<file path="src/rtl/mbx_pkg.sv">
// Package: register map, interrupt bit positions and shared types for the
// word FIFO mailbox. Addresses and bit positions are decoded by software
// and must stay fixed.
package mbx_pkg;

    localparam int ADDR_W = 8;

    localparam logic [ADDR_W-1:0] A_PUSH    = 8'hAC;
    localparam logic [ADDR_W-1:0] A_POP     = 8'hB0;
    localparam logic [ADDR_W-1:0] A_STAT    = 8'hB4;
    localparam logic [ADDR_W-1:0] A_WMARK   = 8'hB8;
    localparam logic [ADDR_W-1:0] A_EN_PROD = 8'hBC;
    localparam logic [ADDR_W-1:0] A_EN_CONS = 8'hC0;
    localparam logic [ADDR_W-1:0] A_ICLR    = 8'hC4;
    localparam logic [ADDR_W-1:0] A_ISTAT   = 8'hC8;
    localparam logic [ADDR_W-1:0] A_FLUSH   = 8'hCC;

    localparam int IRQ_W     = 9;
    localparam int IB_FULL   = 2;
    localparam int IB_EMPTY  = 3;
    localparam int IB_WM_UP  = 4;
    localparam int IB_WM_DN  = 5;
    localparam int IB_OVF    = 6;
    localparam int IB_UDF    = 7;
    localparam int IB_NEMPTY = 8;

    localparam logic [IRQ_W-1:0] IRQ_WRITABLE = 9'h1FC;

    localparam int N_SIDES = 2;
    localparam int SIDE_PROD = 0;
    localparam int SIDE_CONS = 1;

    // Level conditions derived from occupancy and watermark
    typedef struct packed {
        logic wm;
        logic full;
        logic empty;
    } lvl_t;

endpackage

</file>
<file path="src/rtl/mbx_word_fifo.sv">
// Module: mbx_word_fifo
// Circular word store with occupancy counter. Push while full and pop while
// empty are refused and reported as lost events. Flush returns pointers and
// count to zero. Exposes both the current and the next-cycle occupancy so
// that downstream edge logic can act on the same clock edge.
// Assumes: push and pop are single-cycle strobes; flush overrides both.
module mbx_word_fifo #(
    parameter int DEPTH  = 32,
    parameter int DATA_W = 32,
    parameter int CNT_W  = $clog2(DEPTH + 1)
) (
    input  logic              clk,
    input  logic              rst_n,
    input  logic              push,
    input  logic              pop,
    input  logic              flush,
    input  logic [DATA_W-1:0] wdata,
    output logic [DATA_W-1:0] head,
    output logic [CNT_W-1:0]  cnt_q,
    output logic [CNT_W-1:0]  cnt_nxt,
    output logic              push_lost,
    output logic              pop_lost
);

    localparam int PTR_W = (DEPTH > 1) ? $clog2(DEPTH) : 1;
    localparam logic [CNT_W-1:0] DEPTH_C = CNT_W'(DEPTH);
    localparam logic [PTR_W-1:0] LAST_P  = PTR_W'(DEPTH - 1);

    logic [DATA_W-1:0] mem [DEPTH];
    logic [PTR_W-1:0]  wp_q, rp_q;
    logic              is_full, is_empty, push_ok, pop_ok;

    function automatic logic [PTR_W-1:0] bump(input logic [PTR_W-1:0] p);
        return (p == LAST_P) ? '0 : p + 1'b1;
    endfunction

    // Accept/refuse decisions for this cycle
    always_comb begin
        is_full   = (cnt_q == DEPTH_C);
        is_empty  = (cnt_q == '0);
        push_ok   = push & ~is_full & ~flush;
        pop_ok    = pop & ~is_empty & ~flush;
        push_lost = push & is_full & ~flush;
        pop_lost  = pop & is_empty & ~flush;
    end

    // Next occupancy
    always_comb begin
        if (flush)
            cnt_nxt = '0;
        else
            cnt_nxt = cnt_q + CNT_W'(push_ok) - CNT_W'(pop_ok);
    end

    // Pointer and counter state
    always_ff @(posedge clk) begin
        if (!rst_n) begin
            wp_q  <= '0;
            rp_q  <= '0;
            cnt_q <= '0;
        end else begin
            cnt_q <= cnt_nxt;
            if (flush) begin
                wp_q <= '0;
                rp_q <= '0;
            end else begin
                if (push_ok) wp_q <= bump(wp_q);
                if (pop_ok)  rp_q <= bump(rp_q);
            end
        end
    end

    // Word storage, written only on accepted pushes
    always_ff @(posedge clk) begin
        if (push_ok) mem[wp_q] <= wdata;
    end

    assign head = mem[rp_q];

    assert_no_overflow_R3: assert property (@(posedge clk) disable iff (!rst_n)
        cnt_q <= DEPTH_C);

    assert_full_push_hold_R3: assert property (@(posedge clk) disable iff (!rst_n)
        (push && is_full && !flush && !pop) |=> (cnt_q == DEPTH_C));

    assert_empty_pop_hold_R4: assert property (@(posedge clk) disable iff (!rst_n)
        (pop && is_empty && !flush && !push) |=> (cnt_q == '0));

endmodule

</file>
<file path="src/rtl/mbx_irq_unit.sv">
// Module: mbx_irq_unit
// Derives level flags from occupancy and watermark, detects their edges by
// comparing current and next-cycle values, and accumulates causes into a
// write-one-to-clear status vector. Each side gets its own masked line.
// Assumes: cnt_nxt/wm_nxt are the values registered on the coming edge.
module mbx_irq_unit
    import mbx_pkg::*;
#(
    parameter int DEPTH = 32,
    parameter int CNT_W = $clog2(DEPTH + 1)
) (
    input  logic                           clk,
    input  logic                           rst_n,
    input  logic [CNT_W-1:0]               cnt_q,
    input  logic [CNT_W-1:0]               cnt_nxt,
    input  logic [CNT_W-1:0]               wm_q,
    input  logic [CNT_W-1:0]               wm_nxt,
    input  logic                           ovf_evt,
    input  logic                           udf_evt,
    input  logic [IRQ_W-1:0]               clr_mask,
    input  logic [N_SIDES-1:0][IRQ_W-1:0]  en,
    output lvl_t                           lv_cur,
    output logic [IRQ_W-1:0]               ist_q,
    output logic [N_SIDES-1:0]             irq
);

    localparam logic [CNT_W-1:0] DEPTH_C = CNT_W'(DEPTH);

    lvl_t             lv_nxt;
    logic [IRQ_W-1:0] set_vec;

    // Level flags now and after the coming edge
    always_comb begin
        lv_cur.wm    = (cnt_q >= wm_q);
        lv_cur.full  = (cnt_q == DEPTH_C);
        lv_cur.empty = (cnt_q == '0);
        lv_nxt.wm    = (cnt_nxt >= wm_nxt);
        lv_nxt.full  = (cnt_nxt == DEPTH_C);
        lv_nxt.empty = (cnt_nxt == '0);
    end

    // Causes raised on this edge
    always_comb begin
        set_vec             = '0;
        set_vec[IB_FULL]    = ~lv_cur.full & lv_nxt.full;
        set_vec[IB_EMPTY]   = ~lv_cur.empty & lv_nxt.empty;
        set_vec[IB_NEMPTY]  = lv_cur.empty & ~lv_nxt.empty;
        set_vec[IB_WM_UP]   = ~lv_cur.wm & lv_nxt.wm;
        set_vec[IB_WM_DN]   = lv_cur.wm & ~lv_nxt.wm;
        set_vec[IB_OVF]     = ovf_evt;
        set_vec[IB_UDF]     = udf_evt;
    end

    // Sticky cause register; a new cause wins over a clear in the same cycle
    always_ff @(posedge clk) begin
        if (!rst_n) ist_q <= '0;
        else        ist_q <= (ist_q & ~clr_mask) | set_vec;
    end

    // Per-side masked interrupt lines
    for (genvar s = 0; s < N_SIDES; s++) begin : g_side
        assign irq[s] = |(ist_q & en[s]);
    end

    assert_ovf_sets_R3: assert property (@(posedge clk) disable iff (!rst_n)
        ovf_evt |=> ist_q[IB_OVF]);

    assert_udf_sets_R4: assert property (@(posedge clk) disable iff (!rst_n)
        udf_evt |=> ist_q[IB_UDF]);

    assert_wm_rise_R6: assert property (@(posedge clk) disable iff (!rst_n)
        (!lv_cur.wm && lv_nxt.wm) |=> ist_q[IB_WM_UP]);

    assert_wm_fall_R6: assert property (@(posedge clk) disable iff (!rst_n)
        (lv_cur.wm && !lv_nxt.wm) |=> ist_q[IB_WM_DN]);

    assert_full_entry_R7: assert property (@(posedge clk) disable iff (!rst_n)
        (!lv_cur.full && lv_nxt.full) |=> ist_q[IB_FULL]);

    assert_clear_R8: assert property (@(posedge clk) disable iff (!rst_n)
        ((clr_mask & ~set_vec) != '0) |=> ((ist_q & $past(clr_mask & ~set_vec)) == '0));

endmodule

</file>
<file path="src/rtl/mbx_fifo_mailbox.sv">
// Module: mbx_fifo_mailbox (top)
// Register front end of the word FIFO mailbox: decodes the single register
// port, holds watermark, enable masks and sticky loss flags, and returns
// registered read data. Queue storage and interrupt logic live in submodules.
// Assumes: one access per cycle; a write strobe masks a read in the same cycle.
module mbx_fifo_mailbox
    import mbx_pkg::*;
#(
    parameter int DEPTH  = 32,
    parameter int DATA_W = 32
) (
    input  logic              clk,
    input  logic              rst_n,
    input  logic              reg_wr,
    input  logic              reg_rd,
    input  logic [ADDR_W-1:0] reg_addr,
    input  logic [DATA_W-1:0] reg_wdata,
    output logic [DATA_W-1:0] reg_rdata,
    output logic              irq_prod,
    output logic              irq_cons
);

    localparam int CNT_W = $clog2(DEPTH + 1);
    localparam logic [CNT_W-1:0] WM_RESET = CNT_W'(DEPTH);

    logic                          rd_act;
    logic                          do_push, do_pop, do_flush, do_wm, do_clr;
    logic [N_SIDES-1:0]            do_en;
    logic [CNT_W-1:0]              wm_q, wm_nxt, cnt_q, cnt_nxt;
    logic [DATA_W-1:0]             head;
    logic                          push_lost, pop_lost;
    logic                          ovf_st, udf_st;
    logic [N_SIDES-1:0][IRQ_W-1:0] en_q;
    logic [IRQ_W-1:0]              clr_mask, ist_q;
    logic [N_SIDES-1:0]            irq;
    lvl_t                          lv_cur;
    logic [DATA_W-1:0]             rd_mux;

    // Access decode
    always_comb begin
        rd_act           = reg_rd & ~reg_wr;
        do_push          = reg_wr & (reg_addr == A_PUSH);
        do_pop           = rd_act & (reg_addr == A_POP);
        do_flush         = reg_wr & (reg_addr == A_FLUSH) & reg_wdata[0];
        do_wm            = reg_wr & (reg_addr == A_WMARK);
        do_clr           = reg_wr & (reg_addr == A_ICLR);
        do_en[SIDE_PROD] = reg_wr & (reg_addr == A_EN_PROD);
        do_en[SIDE_CONS] = reg_wr & (reg_addr == A_EN_CONS);
        clr_mask         = do_clr ? reg_wdata[IRQ_W-1:0] : '0;
        wm_nxt           = do_wm ? reg_wdata[CNT_W-1:0] : wm_q;
    end

    // Watermark threshold register
    always_ff @(posedge clk) begin
        if (!rst_n) wm_q <= WM_RESET;
        else        wm_q <= wm_nxt;
    end

    // Per-side enable masks, only cause bits writable
    for (genvar s = 0; s < N_SIDES; s++) begin : g_en
        always_ff @(posedge clk) begin
            if (!rst_n)        en_q[s] <= '0;
            else if (do_en[s]) en_q[s] <= reg_wdata[IRQ_W-1:0] & IRQ_WRITABLE;
        end
    end

    // Sticky loss flags for the status register, cleared by flush
    always_ff @(posedge clk) begin
        if (!rst_n || do_flush) begin
            ovf_st <= 1'b0;
            udf_st <= 1'b0;
        end else begin
            if (push_lost) ovf_st <= 1'b1;
            if (pop_lost)  udf_st <= 1'b1;
        end
    end

    mbx_word_fifo #(
        .DEPTH  (DEPTH),
        .DATA_W (DATA_W),
        .CNT_W  (CNT_W)
    ) u_fifo (
        .clk       (clk),
        .rst_n     (rst_n),
        .push      (do_push),
        .pop       (do_pop),
        .flush     (do_flush),
        .wdata     (reg_wdata),
        .head      (head),
        .cnt_q     (cnt_q),
        .cnt_nxt   (cnt_nxt),
        .push_lost (push_lost),
        .pop_lost  (pop_lost)
    );

    mbx_irq_unit #(
        .DEPTH (DEPTH),
        .CNT_W (CNT_W)
    ) u_irq (
        .clk      (clk),
        .rst_n    (rst_n),
        .cnt_q    (cnt_q),
        .cnt_nxt  (cnt_nxt),
        .wm_q     (wm_q),
        .wm_nxt   (wm_nxt),
        .ovf_evt  (push_lost),
        .udf_evt  (pop_lost),
        .clr_mask (clr_mask),
        .en       (en_q),
        .lv_cur   (lv_cur),
        .ist_q    (ist_q),
        .irq      (irq)
    );

    assign irq_prod = irq[SIDE_PROD];
    assign irq_cons = irq[SIDE_CONS];

    // Read data selection from pre-access state
    always_comb begin
        rd_mux = '0;
        case (reg_addr)
            A_POP:     rd_mux = lv_cur.empty ? '0 : head;
            A_STAT:    rd_mux = {{(DATA_W-5){1'b0}}, ovf_st, udf_st,
                                 lv_cur.empty, lv_cur.full, lv_cur.wm};
            A_WMARK:   rd_mux = {{(DATA_W-CNT_W){1'b0}}, wm_q};
            A_EN_PROD: rd_mux = {{(DATA_W-IRQ_W){1'b0}}, en_q[SIDE_PROD]};
            A_EN_CONS: rd_mux = {{(DATA_W-IRQ_W){1'b0}}, en_q[SIDE_CONS]};
            A_ISTAT:   rd_mux = {{(DATA_W-IRQ_W){1'b0}}, ist_q};
            default:   rd_mux = '0;
        endcase
    end

    // Registered read port, held between reads
    always_ff @(posedge clk) begin
        if (!rst_n)      reg_rdata <= '0;
        else if (rd_act) reg_rdata <= rd_mux;
    end

    assert_pop_empty_zero_R4: assert property (@(posedge clk) disable iff (!rst_n)
        (do_pop && lv_cur.empty) |=> (reg_rdata == '0));

    assert_flush_empties_R10: assert property (@(posedge clk) disable iff (!rst_n)
        do_flush |=> (cnt_q == '0 && !ovf_st && !udf_st));

    assert_flush_keeps_wm_R10: assert property (@(posedge clk) disable iff (!rst_n)
        do_flush |=> $stable(wm_q));

    assert_rd_hold_R11: assert property (@(posedge clk) disable iff (!rst_n)
        !rd_act |=> $stable(reg_rdata));

endmodule

</file>
<file path="config.mk">
export PLATFORM = sky130hd
export DESIGN_NAME = mbx_fifo_mailbox
export DESIGN_NICKNAME = d
export VERILOG_FILES = /design/src/rtl/mbx_pkg.sv /design/src/rtl/mbx_word_fifo.sv /design/src/rtl/mbx_irq_unit.sv /design/src/rtl/mbx_fifo_mailbox.sv
export SDC_FILE = /design/constraint.sdc
export NUM_CORES = 1
export LEC_CHECK = 0
export BUFFER_PORTS_ARGS = -buffer_cell sky130_fd_sc_hd__clkbuf_2
export CELL_PAD_IN_SITES_DETAIL_PLACEMENT = 1
export CELL_PAD_IN_SITES_GLOBAL_PLACEMENT = 1
export CORE_ASPECT_RATIO = 1.1
export CORE_MARGIN = 1.5
export CORE_UTILIZATION = 50
export CTS_CLUSTER_SIZE = 24
export DETAILED_ROUTE_END_ITERATION = 8
export GPL_TIMING_DRIVEN = 0
export MAX_ROUTING_LAYER = met4
export PLACE_DENSITY = 0.81
export SLEW_MARGIN = 30
export SYNTH_ARGS = -nofsm -noshare
export SYNTH_HDL_FRONTEND = slang
export SYNTH_SLANG_ARGS = --single-unit
</file>
<file path="constraint.sdc">
create_clock -name clk -period 3.5 [get_ports clk]
set_input_delay 0.35 -clock clk [delete_from_list [all_inputs] [get_ports clk]]
set_output_delay 0.35 -clock clk [all_outputs]
set_load 0.1 [all_outputs]
</file>
==> results of run 1 <==
[cell usage in the layout, fill, tap and decap left out, drive strengths merged, types with 15 or more instances in the layout]
master  instances
edfxtp       1024
nor2           83
clkbuf        280
inv            22
mux4          241
nand3          24
buf           131
nand2         107
nor2b          58
a221oi         15
a211oi         55
mux2i          98
clkinv         31
ha             27
dfxtp          84
a22oi          34
a21oi          93
o21ai          27
[area by class of cell]
type                    count  area (um2)
diodes                     12        30.0
inverters                  17        63.8
multi-input cells         982       10700
clock inverters            52         533
plain buffers             115         617
well taps                1150        1440
clock buffers             150        2960
fillers                  7348       35200
flip-flops and latches   1108       32400
repair buffers            149        2160
[critical path: cells and delay by family, from the launching register on]
| kind | cells | cell delay [ns] |
|---|---|---|
| and+or+nand+nor | 1 | 0.09 |
| DFF | 1 | 0.32 |
| AOI/OAI and AO/OA | 2 | 0.63 |
| buffers and inverters | 5 | 2.34 |
[repair_timing]
item | CTS | global route
setup buffers | 3 | 5
cloned | 0 | 0
resized for setup | 25 | 21
pin swaps | 7 | 7
endpoints found under the setup margin | 790 | 82
[cells in the mapped netlist, types with 5 or more instances]
library cell / instances
nand2_1: 106
ha_1: 27
mux2_2: 7
and3_1: 8
nor3_1: 9
o21ai_0: 23
a211oi_1: 55
clkbuf_1: 56
nand3_1: 24
nand3b_1: 6
a221oi_1: 15
buf_1: 9
a22oi_1: 34
mux2i_1: 98
a21oi_1: 93
inv_1: 16
and2_1: 12
mux4_2: 241
edfxtp_1: 1024
a31oi_1: 6
buf_6: 7
dfxtp_1: 84
nand2b_1: 6
o211ai_1: 5
buf_4: 8
a21o_1: 6
buf_2: 38
nor2_1: 83
nor2b_1: 58
a22o_1: 5
[power by group]
part	switching (mW)	leakage [nW]	total, mW	internal [mW]
clock	5.18	1.69	11.7	6.53
sequential	0.00118	9.88	14.4	14.4
combinational	0.254	4.41	0.286	0.0318
total	5.44	16.0	26.4	21.0
[cell families (layout without fill, tap and decap cells)]
kind of cell | after synthesis | in the layout | share of synthesized area, %
xor+xnor | 3 | 3 | 0.0606
flops | 1108 | 1108 | 74.8
buf+inv | 135 | 483 | 1.47
compound gates | 268 | 268 | 4.05
fa+ha+maj | 28 | 28 | 0.825
simple gates | 337 | 337 | 3.87
other cells | 0 | 12 | 0
mux | 346 | 346 | 15.0
[registers in the layout, summed over array words and instances (netlist names), named ones only]
register and flops:
wm_q 6, u_fifo.mem 1024, ovf_st 1, u_fifo.rp_q 5
u_fifo.wp_q 5, reg_rdata 32, udf_st 1, u_fifo.cnt_q 6
en_q 14, u_irq.ist_q 9
[per-layer routing]
metal / track usage [%] / up-vias / part of all wire (%) / wire [um]
met3: 6.28 / 479 / 9.4 / 13100
met4: 20.0 / 0 / 6.8 / 9480
li1: - / 9656 / - / -
met1: 37.9 / 13000 / 34 / 46900
met2: 53.8 / 1857 / 50 / 70300
met5: - / - / 0 / 0
[per-stage QoR]
step,util [%],setup TNS [ns]
2_1_floorplan,-,0
3_3_place_gp,52.5,-2339.31
3_5_place_dp,54.8,-81.63
4_1_cts,59.0,0
5_1_grt,59.1,-0.0261
6_report,59.1,-0.0878
[worst min path at each step]
stage,start,slack (ns),endpoint,depth (start not counted)
after floorplan,u_irq.ist_q[0],0.41,u_irq.ist_q[0],2
after detailed placement,u_irq.ist_q[1],0.43,u_irq.ist_q[1],2
final,rst_n,0.08,reg_rdata[3],3
after global placement,u_irq.ist_q[0],0.42,u_irq.ist_q[0],2
after global routing,rst_n,0.12,reg_rdata[5],3
after CTS,rst_n,0.05,reg_rdata[3],3
==> flow_summary.yaml, run 1 <==
outcome:
  status: "complete, but fails checks"
  violations: "setup timing"
drt:
  postRouteWirelength_mm: 140
  drt-wirelength-per-cell_um: 37.4
  antenna_left: 0
  dr.pass1.iters: 5
  num_vias: 25000
  drtIter0Drc: 3423
  via_per_inst: 6.69
  drcViolationCount: 0
power:
  power_density_nw_per_um2: 520
  vdd_drop_max_mv: 0.520
  p_leak_nw: 16.0
  p_total_mw: 26.4
synthesis:
  yosys-top-cells-area: "edfxtp_1 71%, mux4_2 13%, dfxtp_1 3.9%"
  synth_edf_count: 1024
  synthesis.nets: 2297
  yosysTopAreaCell: "edfxtp_1"
  synth_top_area_share_pct: 70.9
  ys_types: 67
  syn_inst: 2225
  synth_async_sr_flop_share_pct: 0
  ys.warnings.count: 0
  seq_area_frac_synth_pct: 74.8
  netlist_area_um2: 43400
  ys_ff_latch: 1108
  ys.flop_type: "edfxtp_1"
  syn_avg_cell_area_um2: 19.5
critical_path:
  crit_chain: "buf_2 -> buf_2 -> buf_2 -> buf_2 -> clkbuf_2 -> a21oi_1 -> a22oi_1 -> nand2_1"
  crit_path_top_delay_cell: "clkbuf_2"
  critPathLaunchType: "flop"
  crit_type: "reg -> reg"
  cp-endpoint: "reg_rdata[31]"
  r2r_end: "reg_rdata[31]"
  required_ns: 4.08
  cp_max_fo: 10
  r2r_slack_ns: -0.06
  critical_path_arrival_ns: 4.14
  crit_top_cell: "buf_2"
  crit_path_end_kind: "flop"
  ff2ff_path_depth: 8
  slowest_delay_ns: 0.57
placed_design:
  dp_cells: 3516
  port_buffers: 77
  dp_hpwl_mm: 90.4
  post-place-ws_ns: -0.892
  place.gp.congestion: 0.872
  place_area_um2: 47200
final_layout:
  nets: 2554
  instances_no_fill: 3735
  final_layout_size_suffix_gt1_share_pct: 27.2
  area_growth_pct: 17.4
  final_cell_area_um2: 50900
die:
  die_x_um: 284
  pin_count: 78
  die_y_um: 312
  dieArea_um2: 88500
  core_area_um2: 86100
  start_util_pct: 50.4
  rows: 113
timing:
  setup_ws_ns: -0.0643
  fin_hold_ws_ns: 0.0822
  period_minus_slack_ns: 3.56
  max_freq_mhz: 281
  skew_ns: 0.0345
  slew_viol_final: 0
  post-route-period-util_pct: 102
  hold_viol_final: 0
  relSlewSlack_pct: 26.2
  final-setup-viol-count: 2
  tightest_slew_ns: 1.11
min_path:
  holdCritPathClass: "in -> reg"
grt:
  grt_max_degree: 37
  antenna_found_initial: 13
  grt_remaining_overflow: 0
  track_usage_pct: 32.9
  grt_pass1_wl_mm: 197
  grt_pass1_vias: 26600
flow_run:
  drv_cap: 0
cts:
  postCtsHoldBufs: 0
  tritoncts_num_sinks: 1108
  clk_pin_slew_ns: 0.06
  cts_root_buf: "clkbuf_16"
  cts_tree: "done"
  numCtsBuffers: 109
  clock_latency_ns: 0.71
  cts_max_path_buffers: 3
  h-tree-depth: 3
No activity file was read; power rests on OpenSTA's default activity.
==> inputs of run 2 (changes only) <==
--- a/config.mk
+++ b/config.mk
@@ -10,12 +10,13 @@
 export CELL_PAD_IN_SITES_GLOBAL_PLACEMENT = 1
 export CORE_ASPECT_RATIO = 1.1
 export CORE_MARGIN = 1.5
-export CORE_UTILIZATION = 50
+export CORE_UTILIZATION = 38
 export CTS_CLUSTER_SIZE = 24
 export DETAILED_ROUTE_END_ITERATION = 8
 export GPL_TIMING_DRIVEN = 0
 export MAX_ROUTING_LAYER = met4
-export PLACE_DENSITY = 0.81
+export PLACE_DENSITY = 0.65
+export RECOVER_POWER = 100
 export SLEW_MARGIN = 30
 export SYNTH_ARGS = -nofsm -noshare
 export SYNTH_HDL_FRONTEND = slang
==> run 2 against run 1 <==
Die area is 31% higher; the flow finishes with violations (capacitance limit, slew limit, setup timing); critical endpoint is now reg_rdata[28]; sequential cell count unchanged; power down 0.21%; wire length fell by 5.3%; critical path depth stayed put; first-iteration DRC count decreased by 21%; sequential power barely moved; clock skew fell by 0.0068 ns; combinational power fell by 5%; via count is 4.7% lower; clock power barely moved.
==> flow_summary.yaml, run 2 (synthesized netlist as in run 1, its figures left out) <==
cts:
  numCtsBuffers: 112
  tritoncts_num_sinks: 1108
  cts_max_path_buffers: 3
  cts_tree: "done"
  clock_latency_ns: 0.72
  cts_root_buf: "clkbuf_16"
  postCtsHoldBufs: 0
  h-tree-depth: 3
  clk_pin_slew_ns: 0.06
placed_design:
  post-place-ws_ns: -0.870
  place.gp.congestion: 0.863
  port_buffers: 77
  dp_hpwl_mm: 90.0
critical_path:
  critPathTopFamily: "buffers and inverters"
  slowest_delay_ns: 0.62
  required_ns: 4.09
  critical_path_arrival_ns: 4.10
  crit_path_end_kind: "flop"
  critPathLaunchType: "flop"
  crit_type: "reg -> reg"
  path_buf_inv: 5
  crit_path_top_delay_cell: "clkbuf_1"
  crit_chain: "buf_2 -> buf_2 -> buf_2 -> buf_2 -> clkbuf_1 -> a21oi_1 -> a22oi_1 -> nand2_1"
  crit_top_cell: "buf_2"
  cp_max_fo: 10
timing:
  period_minus_slack_ns: 3.51
  tightest_slew_ns: 2.19
  max_freq_mhz: 285
  hold_viol_final: 0
  skew_ns: 0.0276
  final-setup-viol-count: 1
  fin_hold_ws_ns: 0.0847
  setup_ws_ns: -0.00685
  post-route-period-util_pct: 100
  relSlewSlack_pct: -47.1
  slew_viol_final: 336
drt:
  postRouteWirelength_mm: 132
  drcViolationCount: 0
  drtIter0Drc: 2713
  antenna_left: 0
  num_vias: 23800
  dr.pass1.iters: 7
  drt-wirelength-per-cell_um: 32.4
  via_per_inst: 5.82
power:
  p_sw_mw: 5.39
  vdd_drop_max_mv: 0.561
  power.internal_mw: 21.0
  p_comb_share_pct: 1.0
  p_clk_share_pct: 44.2
  p_total_mw: 26.4
  p_leak_nw: 15.8
  power_density_nw_per_um2: 515
  power_frac_seq_pct: 54.8
  sw_frac_of_total_pct: 20.4
grt:
  track_usage_pct: 23.5
  grt_max_degree: 37
  antenna_found_initial: 11
  grt_pass1_wl_mm: 188
  grt_pass1_vias: 25100
  grt_remaining_overflow: 0
die:
  start_util_pct: 38.4
  die_y_um: 357
  die_x_um: 325
  pin_count: 78
  rows: 129
  core_area_um2: 113000
  dieArea_um2: 116000
final_layout:
  final_layout_size_suffix_gt1_share_pct: 24.3
  final_util_pct: 45.4
  fillers: 10500
  top_register: "u_fifo.mem"
  largest_reg_flops: 1024
  nets: 2561
  reg_top3: "u_fifo.mem x1024, reg_rdata x32, en_q x14"
  area_growth_pct: 18.2
  final_cell_mix: "1024 x edfxtp_1, 241 x mux4_2, 143 x clkbuf_1"
  final_common_cell: "edfxtp_1"
flow_run:
  drv_cap: 13
outcome:
  violations: "capacitance limit, slew limit, setup timing"
  status: "complete, but fails checks"
min_path:
  holdCritPathClass: "in -> reg"
[run 2: changes by cell type in the layout (fill, tap and decap cells not counted), moves of 5 or more]
cell and change:
clkbuf_1 +79, diode_2 -10, clkinv_1 +7, clkbuf_2 -67
clkinvlp_4 -8, clkbuf_8 -5
[run 2: through the flow]
stage               cells  setup TNS (ns)  area (um2)
floorplan            2225               0       43400
global placement     3808        -2702.64       45600
detailed placement   3873         -263.07       47600
CTS                  4082               0       51200
global route         4088         -0.0264       51300
finish               4088        -0.00685       51300
[run 2: final cells by class]
| class | instances | area (um2) | area share [%] |
|---|---|---|---|
| diodes | 2 | 5.00 | 0.00977 |
| plain buffers | 116 | 601 | 1.17 |
| clock buffers | 155 | 2990 | 5.84 |
| clock inverters | 50 | 518 | 1.01 |
| inverters | 17 | 66.3 | 0.129 |
| multi-input cells | 982 | 10600 | 20.8 |
| flip-flops and latches | 1108 | 32400 | 63.3 |
| well taps | 1506 | 1880 | 3.68 |
| repair buffers | 152 | 2100 | 4.10 |
[run 2: power groups by stage]
stage / clock (mW) / sequential [mW] / combinational [mW]
3_5_place_dp: 0 / 14.7 / 0.277
5_1_grt: 12.2 / 14.5 / 0.293
3_3_place_gp: 0 / 14.7 / 0.248
6_report: 11.7 / 14.5 / 0.273
2_1_floorplan: 0 / 14.7 / 0.0389
4_1_cts: 11.8 / 14.4 / 0.277
[run 2: worst min-delay path, cell delays in order]
cell and delay [ns]:
clkbuf_2 0.09, clkinv_1 0.22, a211oi_1 0.08
[run 2: final timing paths]
kind	from	to	slack [ns]	depth (start not counted)
worst max-delay path	flop	reg_rdata[28]	-0.007	8
worst min-delay path	rst_n	reg_rdata[3]	0.08	3
worst max register to register	flop	reg_rdata[28]	-0.007	8
worst min register to register	reg_rdata[24]	reg_rdata[24]	0.44	2
[run 2: metal layers]
layer  global-route usage [%]  part of all wire [%]  vias to the layer above
met2                     38.9                    50                     1046
li1                         -                     -                     9662
met1                     29.7                    40                    12800
met5                        -                     0                        -
met4                     7.94                   3.9                        0
met3                     3.55                   6.7                      279
[run 2: what timing repair did]
action | CTS | global route
endpoints found under the setup margin | 1053 | 4
gates resized for setup | 22 | 27
pin swaps | 6 | 12
buffers inserted | 6 | 4
==> inputs of run 3 (changes only) <==
--- a/config.mk
+++ b/config.mk
@@ -17,6 +17,7 @@
 export MAX_ROUTING_LAYER = met4
 export PLACE_DENSITY = 0.65
 export RECOVER_POWER = 100
+export SETUP_SLACK_MARGIN = 0.02
 export SLEW_MARGIN = 30
 export SYNTH_ARGS = -nofsm -noshare
 export SYNTH_HDL_FRONTEND = slang
==> run 3 against run 2 <==
The run ends with capacitance limit, slew limit left; maximum frequency increased by 1.0%; die area unchanged; final area about the same; power about the same; wire length decreased by 0.14%; critical path depth unchanged; worst hold slack got worse by 0.0019 ns; critical endpoint is now reg_rdata[17].
==> flow_summary.yaml, run 3 (synthesized netlist as in run 1, its figures left out) <==
outcome:
  status: "complete, but fails checks"
  violations: "capacitance limit, slew limit"
placed_design:
  dp_hpwl_mm: 90.0
  port_buffers: 77
  place_area_um2: 47600
  place.gp.congestion: 0.863
  dp_cells: 3873
critical_path:
  crit_chain: "buf_2 -> buf_2 -> buf_2 -> buf_2 -> clkbuf_1 -> a21oi_1 -> a22oi_1 -> nand2_1"
  required_ns: 4.07
  crit_path_top_delay_cell: "clkbuf_1"
  cp_max_fo: 10
  crit_type: "reg -> reg"
  critical_path_arrival_ns: 4.04
  slowest_delay_ns: 0.62
  crit_top_cell: "buf_2"
  critPathLaunchType: "flop"
  crit_path_end_kind: "flop"
cts:
  cts_root_buf: "clkbuf_16"
  clk_pin_slew_ns: 0.06
  clock_latency_ns: 0.72
  cts_tree: "done"
  h-tree-depth: 3
  tritoncts_num_sinks: 1108
  postCtsHoldBufs: 0
  cts_max_path_buffers: 3
  numCtsBuffers: 112
drt:
  drt-wirelength-per-cell_um: 32.4
  drcViolationCount: 0
  drtIter0Drc: 2759
  via_per_inst: 5.82
  num_vias: 23800
  antenna_left: 0
  dr.pass1.iters: 8
  postRouteWirelength_mm: 132
power:
  p_leak_nw: 15.8
  vdd_drop_max_mv: 0.564
  p_total_mw: 26.4
  power_density_nw_per_um2: 515
timing:
  period_minus_slack_ns: 3.47
  skew_ns: 0.0281
  final-setup-viol-count: 0
  hold_viol_final: 0
  relSlewSlack_pct: -45.2
  max_freq_mhz: 288
  rsz0062_at_grt: "true"
  slew_viol_final: 303
  tightest_slew_ns: 2.16
  post-route-period-util_pct: 99.2
final_layout:
  reg_top3: "u_fifo.mem x1024, reg_rdata x32, en_q x14"
  instances_no_fill: 4087
  final_util_pct: 45.4
  top_register: "u_fifo.mem"
  final_cell_mix: "1024 x edfxtp_1, 241 x mux4_2, 141 x clkbuf_1"
  area_growth_pct: 18.2
  final_layout_size_suffix_gt1_share_pct: 24.4
  largest_reg_flops: 1024
  nets: 2560
  final_cell_area_um2: 51300
  final_common_cell: "edfxtp_1"
die:
  rows: 129
  core_area_um2: 113000
  start_util_pct: 38.4
  pin_count: 78
  die_y_um: 357
  die_x_um: 325
  dieArea_um2: 116000
min_path:
  holdCritPathClass: "in -> reg"
grt:
  track_usage_pct: 23.5
  grt_pass1_wl_mm: 188
  grt_pass1_vias: 25100
  grt_max_degree: 37
  grt_remaining_overflow: 0
  antenna_found_initial: 11
flow_run:
  drv_cap: 12
run 3: cell count changes in the layout (fill, tap and decap cells not counted):
cell | before | now
clkbuf_1 | 143 | 141
clkbuf_2 | 31 | 33
and3_1 | 8 | 7
and3_4 | 0 | 1
buf_1 | 5 | 4
buf_2 | 37 | 36
buf_6 | 8 | 7
clkbuf_4 | 1 | 2
clkdlybuf4s15_2 | 0 | 1
inv_4 | 1 | 0
inv_6 | 2 | 3
nor2_1 | 50 | 49
nor2_4 | 31 | 32
run 3: where the power goes:
part	switching [mW]	total (mW)	internal, mW	leakage, nW
registers	0.00114	14.5	14.5	9.88
logic	0.247	0.272	0.0251	4.19
clock network	5.15	11.7	6.52	1.71
run 3: metal layers:
metal / GRT usage [%] / vias up / wire length (um) / part of all wire, %
li1: - / 9654 / - / -
met1: 29.7 / 12800 / 52400 / 40
met2: 38.9 / 1084 / 66200 / 50
met3: 3.55 / 259 / 8830 / 6.7
met4: 7.94 / 0 / 4830 / 3.7
met5: - / - / 0 / 0
run 3: final timing paths:
| path | end | slack (ns) | start | cells after the start |
|---|---|---|---|---|
| hold / removal | reg_rdata[3] | 0.08 | rst_n | 3 |
| setup reg to reg | reg_rdata[17] | 0.03 | flop | 8 |
| setup / recovery | reg_rdata[17] | 0.03 | flop | 8 |
| hold reg to reg | reg_rdata[12] | 0.44 | reg_rdata[12] | 2 |
run 3: worst max-delay path: cells and delay by family (launching register included):
family                 cells  cell delay (ns)
AO/OA/AOI/OAI              2             0.64
flip-flops                 1             0.31
AND/OR/NAND/NOR            1             0.10
buffers and inverters      5             2.26
run 3: layout make-up:
type                       instances  area [um2]
inverter                          17        68.8
fill                           10500       61600
multi-input combinational        982       10700
tap                             1506        1880
antenna                            2        5.00
sequential                      1108       32400
clock inverter                    50         518
timing repair buffer             151        2090
clock buffer                     155        2990
buffer                           116         611
run 3: timing repair:
item                        CTS  global route
resized for setup            26            25
buffers inserted              6             3
setup endpoints to repair  1053             6
pin swaps                     7            12
run 3: through the flow:
step | setup WS, ns | hold WS, ns | TNS [ns]
after global placement | -2.78 | 0.419 | -2702.64
after CTS | 0.0205 | 0.0327 | 0
after global routing | -0.0243 | 0.0761 | -0.0447
after detailed placement | -0.870 | 0.435 | -263.07
after floorplan | 0.161 | 0.412 | 0
final | 0.0290 | 0.0828 | 0
